===== src/rtl/dtg_pkg.sv =====
package dtg_pkg;
    localparam int ADDR_W = 4;

    localparam logic [ADDR_W-1:0] A_CTRL   = 4'd0;
    localparam logic [ADDR_W-1:0] A_HTOT   = 4'd1;
    localparam logic [ADDR_W-1:0] A_VTOT   = 4'd2;
    localparam logic [ADDR_W-1:0] A_HSW    = 4'd3;
    localparam logic [ADDR_W-1:0] A_VSW    = 4'd4;
    localparam logic [ADDR_W-1:0] A_HWAIT  = 4'd5;
    localparam logic [ADDR_W-1:0] A_VWAIT  = 4'd6;
    localparam logic [ADDR_W-1:0] A_HVALID = 4'd7;
    localparam logic [ADDR_W-1:0] A_XFER   = 4'd8;
    localparam logic [ADDR_W-1:0] A_NEXT   = 4'd9;

    typedef enum logic [1:0] {
        ST_IDLE  = 2'd0,
        ST_SCAN  = 2'd1,
        ST_DRAIN = 2'd2
    } run_state_t;

    // control word, bit 6 down to bit 0
    typedef struct packed {
        logic vs_unit_lines;
        logic launch_fall;
        logic de_hi;
        logic vs_hi;
        logic hs_hi;
        logic sync_en;
        logic run;
    } ctrl_t;
endpackage


===== src/rtl/dtg_cfg_regs.sv =====
module dtg_cfg_regs
    import dtg_pkg::*;
#(
    parameter int DW      = 32,
    parameter int AW      = 32,
    parameter int HW      = 18,
    parameter int VW      = 16,
    parameter int HWAIT_W = 12,
    parameter int XW      = 16
) (
    input  logic               clk,
    input  logic               rst_n,
    input  logic               wr_en,
    input  logic [ADDR_W-1:0]  wr_addr,
    input  logic [DW-1:0]      wr_data,
    input  logic               swap,
    output ctrl_t              ctrl,
    output logic [HW-1:0]      htotal,
    output logic [VW-1:0]      vtotal,
    output logic [HW-1:0]      hs_width,
    output logic [HW-1:0]      vs_width,
    output logic [HWAIT_W-1:0] hwait,
    output logic [VW-1:0]      vwait,
    output logic [HW-1:0]      hvalid,
    output logic [XW-1:0]      hcount,
    output logic [XW-1:0]      vcount,
    output logic [AW-1:0]      cur_base
);
    localparam int CTRL_W = $bits(ctrl_t);

    logic [AW-1:0] next_base;

    always_ff @(posedge clk or negedge rst_n) begin
        if (!rst_n) begin
            ctrl      <= '0;
            htotal    <= '0;
            vtotal    <= '0;
            hs_width  <= '0;
            vs_width  <= '0;
            hwait     <= '0;
            vwait     <= '0;
            hvalid    <= '0;
            hcount    <= '0;
            vcount    <= '0;
            next_base <= '0;
        end else if (wr_en) begin
            case (wr_addr)
                A_CTRL:   ctrl      <= ctrl_t'(wr_data[CTRL_W-1:0]);
                A_HTOT:   htotal    <= wr_data[HW-1:0];
                A_VTOT:   vtotal    <= wr_data[VW-1:0];
                A_HSW:    hs_width  <= wr_data[HW-1:0];
                A_VSW:    vs_width  <= wr_data[HW-1:0];
                A_HWAIT:  hwait     <= wr_data[HWAIT_W-1:0];
                A_VWAIT:  vwait     <= wr_data[VW-1:0];
                A_HVALID: hvalid    <= wr_data[HW-1:0];
                A_XFER: begin
                    hcount <= wr_data[XW-1:0];
                    vcount <= wr_data[2*XW-1:XW];
                end
                A_NEXT:   next_base <= wr_data[AW-1:0];
                default: ;
            endcase
        end
    end

    // shadow copy: current base only moves at a frame start
    always_ff @(posedge clk or negedge rst_n) begin
        if (!rst_n)    cur_base <= '0;
        else if (swap) cur_base <= next_base;
    end

    AST_BASE_HOLD: assert property (@(posedge clk) disable iff (!rst_n)
        !swap |=> $stable(cur_base));
endmodule


===== src/rtl/dtg_run_fsm.sv =====
module dtg_run_fsm
    import dtg_pkg::*;
(
    input  logic clk,
    input  logic rst_n,
    input  logic run,
    input  logic sync_en,
    input  logic frame_end,
    output logic busy
);
    run_state_t state, nxt;
    logic       go;

    assign go = run && sync_en;

    always_ff @(posedge clk or negedge rst_n) begin
        if (!rst_n) state <= ST_IDLE;
        else        state <= nxt;
    end

    always_comb begin
        nxt = state;
        unique case (state)
            ST_IDLE:  if (go) nxt = ST_SCAN;
            ST_SCAN:  if (!run) nxt = frame_end ? ST_IDLE : ST_DRAIN;
            ST_DRAIN: if (frame_end) nxt = go ? ST_SCAN : ST_IDLE;
            default:  nxt = ST_IDLE;
        endcase
    end

    always_comb begin
        unique case (state)
            ST_SCAN, ST_DRAIN: busy = 1'b1;
            default:           busy = 1'b0;
        endcase
    end

    AST_START_NEEDS_BOTH: assert property (@(posedge clk) disable iff (!rst_n)
        (state == ST_IDLE && !go) |=> state == ST_IDLE);
    AST_DRAIN_TO_END: assert property (@(posedge clk) disable iff (!rst_n)
        (state == ST_DRAIN && !frame_end) |=> state == ST_DRAIN);
endmodule


===== src/rtl/dtg_scan_counters.sv =====
module dtg_scan_counters #(
    parameter int HW = 18,
    parameter int VW = 16
) (
    input  logic          clk,
    input  logic          rst_n,
    input  logic          busy,
    input  logic [HW-1:0] htotal,
    input  logic [VW-1:0] vtotal,
    output logic [HW-1:0] h,
    output logic [VW-1:0] v,
    output logic [HW-1:0] vclk,
    output logic          frame_end,
    output logic          frame_start
);
    logic line_end;

    assign line_end    = ({1'b0, h} + (HW+1)'(1)) >= {1'b0, htotal};
    assign frame_end   = busy && line_end && (({1'b0, v} + (VW+1)'(1)) >= {1'b0, vtotal});
    assign frame_start = busy && (h == '0) && (v == '0);

    always_ff @(posedge clk or negedge rst_n) begin
        if (!rst_n) begin
            h <= '0;
            v <= '0;
        end else if (!busy) begin
            h <= '0;
            v <= '0;
        end else if (line_end) begin
            h <= '0;
            v <= frame_end ? '0 : v + VW'(1);
        end else begin
            h <= h + HW'(1);
        end
    end

    // clocks since frame start, saturating
    always_ff @(posedge clk or negedge rst_n) begin
        if (!rst_n)                   vclk <= '0;
        else if (!busy || frame_end)  vclk <= '0;
        else if (vclk != '1)          vclk <= vclk + HW'(1);
    end

    AST_H_IN_LINE: assert property (@(posedge clk) disable iff (!rst_n)
        (busy && htotal != '0 && $stable(htotal)) |-> h < htotal);
endmodule


===== src/rtl/dotclk_timing_gen.sv =====
module dotclk_timing_gen
    import dtg_pkg::*;
#(
    parameter int DW      = 32,
    parameter int AW      = 32,
    parameter int HW      = 18,
    parameter int VW      = 16,
    parameter int HWAIT_W = 12,
    parameter int XW      = 16
) (
    input  logic              clk,
    input  logic              rst_n,
    input  logic              wr_en,
    input  logic [ADDR_W-1:0] wr_addr,
    input  logic [DW-1:0]     wr_data,
    output logic              hsync_o,
    output logic              vsync_o,
    output logic              de_o,
    output logic              pix_req_o,
    output logic              frame_start_o,
    output logic              running_o,
    output logic [HW-1:0]     h_pos_o,
    output logic [VW-1:0]     v_pos_o,
    output logic [AW-1:0]     cur_base_o,
    output logic              launch_fall_o
);
    localparam int CMP_W = 32;

    ctrl_t              ctrl;
    logic [HW-1:0]      htotal, hs_width, vs_width, hvalid, h, vclk;
    logic [VW-1:0]      vtotal, vwait, v;
    logic [HWAIT_W-1:0] hwait;
    logic [XW-1:0]      hcount, vcount;
    logic               busy, frame_end, frame_start;

    dtg_cfg_regs #(.DW(DW), .AW(AW), .HW(HW), .VW(VW), .HWAIT_W(HWAIT_W), .XW(XW)) cfg_i (
        .clk(clk), .rst_n(rst_n), .wr_en(wr_en), .wr_addr(wr_addr), .wr_data(wr_data),
        .swap(frame_start), .ctrl(ctrl), .htotal(htotal), .vtotal(vtotal),
        .hs_width(hs_width), .vs_width(vs_width), .hwait(hwait), .vwait(vwait),
        .hvalid(hvalid), .hcount(hcount), .vcount(vcount), .cur_base(cur_base_o)
    );

    dtg_run_fsm fsm_i (
        .clk(clk), .rst_n(rst_n), .run(ctrl.run), .sync_en(ctrl.sync_en),
        .frame_end(frame_end), .busy(busy)
    );

    dtg_scan_counters #(.HW(HW), .VW(VW)) cnt_i (
        .clk(clk), .rst_n(rst_n), .busy(busy), .htotal(htotal), .vtotal(vtotal),
        .h(h), .v(v), .vclk(vclk), .frame_end(frame_end), .frame_start(frame_start)
    );

    logic [CMP_W-1:0] hp, vp, cp, hwt, vwt;
    logic             hs_raw, vs_raw, de_raw, req_raw, h_win, v_win;

    always_comb begin
        hp  = CMP_W'(h);
        vp  = CMP_W'(v);
        cp  = CMP_W'(vclk);
        hwt = CMP_W'(hwait);
        vwt = CMP_W'(vwait);
        h_win   = (hp >= hwt) && (hp < hwt + CMP_W'(hvalid));
        v_win   = (vp >= vwt) && (vp < vwt + CMP_W'(vcount));
        hs_raw  = busy && ctrl.sync_en && (h < hs_width);
        vs_raw  = busy && ctrl.sync_en &&
                  (ctrl.vs_unit_lines ? (vp < CMP_W'(vs_width)) : (cp < CMP_W'(vs_width)));
        de_raw  = busy && h_win && v_win;
        req_raw = de_raw && ((hp - hwt) < CMP_W'(hcount));
    end

    always_ff @(posedge clk or negedge rst_n) begin
        if (!rst_n) begin
            hsync_o       <= 1'b1;
            vsync_o       <= 1'b1;
            de_o          <= 1'b1;
            pix_req_o     <= 1'b0;
            frame_start_o <= 1'b0;
            running_o     <= 1'b0;
            h_pos_o       <= '0;
            v_pos_o       <= '0;
        end else begin
            hsync_o       <= hs_raw ^ ~ctrl.hs_hi;
            vsync_o       <= vs_raw ^ ~ctrl.vs_hi;
            de_o          <= de_raw ^ ~ctrl.de_hi;
            pix_req_o     <= req_raw;
            frame_start_o <= frame_start;
            running_o     <= busy;
            h_pos_o       <= h;
            v_pos_o       <= v;
        end
    end

    assign launch_fall_o = ctrl.launch_fall;

    AST_FS_SINGLE: assert property (@(posedge clk) disable iff (!rst_n)
        (frame_start_o && htotal > HW'(1)) |=> !frame_start_o);
    AST_IDLE_NO_REQ: assert property (@(posedge clk) disable iff (!rst_n)
        !busy |=> (!pix_req_o && !frame_start_o && !running_o));
endmodule


===== config.mk =====
export PLATFORM = sky130hd
export DESIGN_NAME = dotclk_timing_gen
export DESIGN_NICKNAME = d
export VERILOG_FILES = /design/src/rtl/dtg_pkg.sv /design/src/rtl/dtg_cfg_regs.sv /design/src/rtl/dtg_run_fsm.sv /design/src/rtl/dtg_scan_counters.sv /design/src/rtl/dotclk_timing_gen.sv
export SDC_FILE = /design/constraint.sdc
export NUM_CORES = 1
export LEC_CHECK = 0
export BUFFER_PORTS_ARGS = -buffer_cell sky130_fd_sc_hd__buf_2
export CAP_MARGIN = 20
export CORE_MARGIN = 2
export CORE_UTILIZATION = 56
export CTS_CLUSTER_SIZE = 14
export DETAILED_ROUTE_END_ITERATION = 10
export HOLD_SLACK_MARGIN = 0.05
export PLACE_DENSITY = 0.77
export REMOVE_ABC_BUFFERS = 1
export SETUP_SLACK_MARGIN = 0.4
export SYNTH_ARGS = -nofsm -noshare
export SYNTH_HDL_FRONTEND = slang
export SYNTH_SLANG_ARGS = --single-unit
export TNS_END_PERCENT = 5

===== constraint.sdc =====
create_clock -name clk -period 4.1 [get_ports clk]
set_input_delay 0.205 -clock clk [delete_from_list [all_inputs] [get_ports clk]]
set_output_delay 0.205 -clock clk [all_outputs]
set_load 0.03 [all_outputs]

---- After elaboration in Yosys (flattened, before gate mapping) ----
Cells that the tools add are included.
storage, ports and cells
  register bits after elaboration ......... 313
  input port bits ......................... 39
  output and inout bits ................... 73
  word-level logic and storage cells ...... 117
cells by class
  add/sub/neg operators ................... 8
  magnitude comparators ................... 10
  eq/ne operators ......................... 16
  mux-type cells .......................... 15
  bitwise gates (word level) .............. 6
  reductions and logical operators ........ 32
operator list
  cell                                            count
  2-to-1 mux 18 bit                               4
  2-to-1 mux 16 bit                               3
  adder 18 x 1 -> 18 bit (second input constant)  2
  less-than comparator 18 bit                     2
  less-than comparator 32 x 16 -> 1 bit           1
  AND reduction 2 bit                             10
  adder 12 x 18 -> 19 bit                         1
  adder 18 x 1 -> 19 bit (second input constant)  1
  >= comparator 19 x 18 -> 1 bit                  1
  less-than comparator 18 x 19 -> 1 bit           1
  subtractor 18 x 12 -> 19 bit                    1
  >= comparator 18 x 12 -> 1 bit                  1
  zero test 18 bit                                1
  less-than comparator 16 x 18 -> 1 bit           1
  inequality test 18 bit (second input constant)  1
  adder 16 x 1 -> 17 bit (second input constant)  1
  adder 16 x 16 -> 17 bit                         1
  >= comparator 17 x 16 -> 1 bit                  1
  less-than comparator 16 x 17 -> 1 bit           1
  adder 16 x 1 -> 16 bit (second input constant)  1
  == test 4 x 3 -> 1 bit (second input constant)  4
  >= comparator 16 bit                            1
  zero test 16 bit                                1
  logical AND 1 bit                               13
  19 further kinds                                32

---- Depth between registers and ports, before layout ----
  word-level depth ........................ 8
  mapped depth ............................ 19
  gate-level depth less buffers ........... 19

---- Cells and area by module ----
A second synthesis with hierarchy kept.
unflattened totals
  cell total of the unflattened synthesis .. 1586
  area, all modules ....................... 18049.8 sq um
modules (own cells, without submodules)
  module             instances  cells an instance  area each (sq um)  seq. area each (sq um)
  dtg_cfg_regs       1          481                8275.4             5480.3
  dotclk_timing_gen  1          648                5641.7             1004.7
  dtg_scan_counters  1          441                3962.6             1301.2
  dtg_run_fsm        1          16                 170.2              50.0

---- Least setup slack after synthesis ----
OpenSTA, ideal clock, no wires.
  kind .................................... register to register
  from .................................... register cfg_i.vwait[0]
  to ...................................... register pix_req_o
  library setup time ...................... 68 ps
  data arrival time ....................... 3750 ps
  data required time ...................... 4032 ps
  setup slack ............................. 282 ps
  cell stages (with the launch flop) ...... 18
  buffers on the path ..................... 0
  period minus slack after synthesis ...... 3818 ps
  cells stage by stage .................... dfrtp_1 -> ha_1 -> fa_1 -> a21oi_1 -> nor2_1 -> o311ai_0 -> a31oi_1 -> o21ai_0 -> nand2b_1 -> a31oi_1 -> xor2_1 -> ha_1 -> a22o_1 -> nor4_1 -> o21ai_0 -> and3_1 -> a211oi_1 -> and4_1
between the ends
  longest elaborated chain between the ends .. 5
  elaborated cells between the ends (all ways) .. 6
  those cells by class .................... 1 x add/sub; 2 x order compare; 3 x reduce/logical
ends and longest elaborated chain
  item                                   RTL line                 source
  start, declared                        dtg_cfg_regs.sv:23       output logic [VW-1:0] vwait,
  start signal, assigned                 dtg_cfg_regs.sv:54       A_VWAIT: vwait <= wr_data[VW-1:0];
  adder 16 x 16 -> 17 bit                dotclk_timing_gen.sv:63  v_win = (vp >= vwt) && (vp < vwt + CMP_W'(vcount));
  less-than comparator 16 x 17 -> 1 bit  dotclk_timing_gen.sv:63
  logical AND 1 bit *                    dotclk_timing_gen.sv:63
  logical AND 1 bit *                    dotclk_timing_gen.sv:67  de_raw = busy && h_win && v_win;
  logical AND 1 bit *                    dotclk_timing_gen.sv:68  req_raw = de_raw && ((hp - hwt) < CMP_W'(hcount));
  net req_raw                            dotclk_timing_gen.sv:54  logic hs_raw, vs_raw, de_raw, req_raw, h_win, v_win;
  end signal, assigned                   dotclk_timing_gen.sv:85  pix_req_o <= req_raw;
  end, declared                          dotclk_timing_gen.sv:19  output logic pix_req_o,
The timed path passes the listed nets; every way through them passes the cells marked *.
A chain may end at the register's enable or synchronous reset.

---- Worst setup path in the final report ----
  from .................................... register cnt_i.h[1]
  to ...................................... register cnt_i.vclk[16]
between the ends
  longest elaborated chain between the ends .. 6
  elaborated cells between the ends (all ways) .. 7
  those cells by class .................... 1 x add/sub; 1 x order compare; 1 x mux; 4 x reduce/logical
ends and longest elaborated chain
  item                                                     RTL line                 source
  start, declared                                          dtg_scan_counters.sv:10  output logic [HW-1:0] h,
  start signal, assigned                                   dtg_scan_counters.sv:33  h <= h + HW'(1);
  adder 18 x 1 -> 19 bit *                                 dtg_scan_counters.sv:18  assign line_end = ({1'b0, h} + (HW+1)'(1)) >= {1'b0, htotal};
  >= comparator 19 x 18 -> 1 bit *                         dtg_scan_counters.sv:18
  logical AND 1 bit * (2 in series)                        dtg_scan_counters.sv:19  assign frame_end = busy && line_end && (({1'b0, v} + (VW+1)'(1)) >= {1'b0, vtotal});
  logical OR 1 bit *                                       dtg_scan_counters.sv:40  else if (!busy || frame_end) vclk <= '0;
  2-to-1 mux 18 bit or nonzero test 2 bit (tied branches)  n/a
  end signal, assigned                                     dtg_scan_counters.sv:41  else if (vclk != '1) vclk <= vclk + HW'(1);
  end, declared                                            dtg_scan_counters.sv:12  output logic [HW-1:0] vclk,
Mark *: on every way between the ends. The rest lies on a longest branch, timed or not.

==> impl_metrics.yaml <==
outcome:
  status: "complete, no violations"
synth:
  post_synth.cell_area_avg_um2: 10.8
  syn_inst: 1628
  netlist_area_um2: 17600
  synth_seq_cells: 313
  yosysUniqueCellTypes: 67
  synth_flop_cell: "dfrtp_1"
  async_reset_ff_share_pct: 100
  synth_edf_count: 0
  synth-seq-area-share_pct: 44.5
  ys_warn_count: 0
global_route:
  use_met3_pct: 4.50
  met2_usage_pct: 48.7
  grtUsageTotal_pct: 28.8
  grt_max_degree: 105
  busiest_layer: "met2"
  grt_overflow: 0
  met1_usage_pct: 37.3
  grt_pass1_vias: 13900
  antenna_found_initial: 2
  grt_pass1_wl_um: 74600
critical_path:
  max_stage_delay_ps: 440
  worstPathCellList: "buf_4, ha_1, nand3_4, nor4_1, xnor2_1, ha_1, a21o_1, a21o_1, a21oi_1, o221ai_2, nor2_2, and2_1, buf_4, o21ai_2, buf_12, a211oi_1"
  criticalPathCategory: "reg -> reg"
  cp.required_ps: 4510
  cp_max_fo: 18
  cp_top_family: "simple AND/OR/NAND/NOR gates"
  slowest_stage: "and2_1"
  cp_data_arrival_time_ps: 4340
  cp-end-kind: "flip-flop"
  critPathBufInv: 3
  startpoint_type: "flip-flop"
timing:
  finalSetupViolCount: 0
  hold_violations: 0
  tightest_slew_ps: 1070
  finalMaxSlewViolations: 0
  clock.fmax_ghz: 0.254
  max-slew-margin-rel_pct: 28.4
  skew_ps: 37.5
  period_needed_ps: 3930
  hold-worst-slack_ps: 88.8
  fin_crit_sh_pct: 96.0
  rsz0062_at_grt: "true"
power_and_ir_drop:
  switchingPower_mw: 4.12
  pwr-share-comb_pct: 37.2
  power.leakage_nw: 10.3
  seqPwrFrac_pct: 35.4
  pwr-share-clk_pct: 27.4
  peakVddDrop_mv: 0.527
  internal_power_mw: 7.57
  power.density_nw_per_um2: 568
  finalPower_mw: 11.7
  sw_frac_of_total_pct: 35.2
clock_network:
  cts_tree: "built"
  cts_made_buffers: 34
  worstSkewPairLatency_ps: 540
  numClockSinks: 313
  htree_num_levels: 2
  path_clk_slew_ps: 60
  clock-root-buffer: "clkbuf_16"
  clockBufferDepth: 3
floorplan:
  io_pins: 112
  die_height_um: 181
  die_w_um: 181
  start_util_pct: 57.2
  rows: 64
  die-area_um2: 32900
  core_um2: 30700
place:
  place_inst: 2138
  portBuffers: 111
  gp_congestion: 0.909
  placed_cell_area_um2: 18900
  hpwl_um: 31900
final_layout:
  final_cells: 2232
  drive_above_1_share_pct: 25.7
  area_growth_pct: 17.0
  final_area_um2: 20600
  antenna_cells: 0
  final_core_utilization_pct: 67.0
  fin_nets: 2048
route:
  post-route-drc-count: 0
  dr.pass1.iters: 5
  wl_per_cell_um: 20.9
  drt_iter0_drc: 948
  viasPerCell: 6.03
  ant_nets: 0
  vias: 13500
  drt_wl_total_um: 46700
min_path:
  worstHoldPathType: "in -> reg"
flow_run:
  drv_cap: 0
==> stage by stage <==
| step | setup slack, ps | setup TNS, ps |
|---|---|---|
| 2_1_floorplan | 282 | 0 |
| 3_3_place_gp | -33.7 | -33.7 |
| 3_5_place_dp | -204 | -336 |
| 4_1_cts | 158 | 0 |
| 5_1_grt | -38.4 | -38.4 |
| 6_report | 166 | 0 |
==> cells by family (layout without fill, tap and decap cells) <==
kind of cell	count (synthesis)	after routing	share of synthesized area [%]
DFF	313	313	44.5
xor gates and xnor gates	83	83	4.13
muxes	178	178	11.4
buffers and inverters	180	388	3.98
and+or+nand+nor	393	393	11.3
AOI/OAI and AO/OA	283	283	10.5
adders and majority gates	198	198	14.2
==> Yosys cell counts (all sizes together) (8+ instances only) <==
cell    count  area (um^2)
a211o       8         70.1
a31oi      14         87.6
inv       126          473
nand4      25          163
nor2       74          280
a211oi      9         67.6
and3       28          175
nor4       11         68.8
nor3       27          151
clkbuf     40          150
o21a       18          135
mux2      177         1990
xnor2      44          385
xor2       39          342
o211ai      9         67.6
buf        14         76.3
nand3      50          263
nor2b      11         68.8
nand2     111          417
o21ai      80          404
nand2b     22          138
dfrtp     310         7760
a21o       44          330
ha        195         2440
a21oi      54          270
==> what timing repair did <==
item | in CTS | in global routing
setup endpoints to repair | 51 | 56
hold buffers | 15 | 0
pin swaps | 15 | 17
setup buffers | 11 | 7
endpoints found under the hold margin | 127 | 0
resized for setup | 32 | 24
==> final cells by class <==
type / instances / area [um^2]
Inverter: 126 / 473
Sequential cell: 313 / 7840
Multi-Input combinational cell: 1135 / 9310
Clock inverter: 14 / 193
Fill cell: 2295 / 10200
Clock buffer: 47 / 970
Tap cell: 396 / 495
Timing Repair Buffer: 201 / 1310
==> routing by layer <==
layer	wire length [um]	vias to the layer above	part of all wire, %
met5	11	-	0.024
met4	1970	2	4.2
met3	3140	134	6.7
met2	22600	471	48
met1	19000	6679	41
li1	-	6170	-
==> path summary, 6_finish.rpt <==
kind | start | end | slack (ps) | depth (start not counted)
min in group asynchronous | rst_n | h_pos_o[17] | 350 | 2
max in group asynchronous | rst_n | cnt_i.v[7] | 2580 | 3
max | cnt_i.h[1] | cnt_i.vclk[16] | 170 | 16
min reg2reg | cfg_i.ctrl[3] | vsync_o | 460 | 1
min | wr_data[7] | cfg_i.vwait[7] | 90 | 3
max reg2reg | cnt_i.h[1] | cnt_i.vclk[16] | 170 | 16
==> power groups by stage <==
stage / clock [mW] / sequential (mW) / combinational [mW]
finish: 3.20 / 4.14 / 4.35
global route: 3.36 / 4.22 / 4.77
CTS: 3.22 / 4.13 / 4.22
detailed placement: 0 / 4.17 / 4.04
global placement: 0 / 4.14 / 3.89
floorplan: 0 / 4.46 / 2.49
==> flip-flops by register name, summed over array words and instances, names as in the netlist, 18 cells and up <==
signal	cells
cfg_i.cur_base	32
h_pos_o	18
cfg_i.htotal	18
cnt_i.vclk	18
cfg_i.next_base	32
cfg_i.hs_width	18
cnt_i.h	18
cfg_i.hvalid	18
cfg_i.vs_width	18
==> tightest hold or removal path: cells and delay by family <==
family	cells	cell delay, ps
simple gates	1	90
buf+inv	1	210
compound gates	1	70
==> cells in the final DEF (no fill, tap or decap), types with 39 or more instances in the layout <==
master / Yosys / routed
xnor2_1: 44 / 44
nor2_1: 73 / 71
o21ai_0: 79 / 72
ha_1: 195 / 188
nand3_1: 49 / 49
a21o_1: 44 / 44
nand2_1: 111 / 111
xor2_1: 39 / 39
a21oi_1: 54 / 48
buf_2: 4 / 110
inv_1: 126 / 126
mux2_2: 176 / 176
dfrtp_1: 310 / 308
buf_4: 3 / 72
Note: power is estimated with default switching activity, not from simulation.
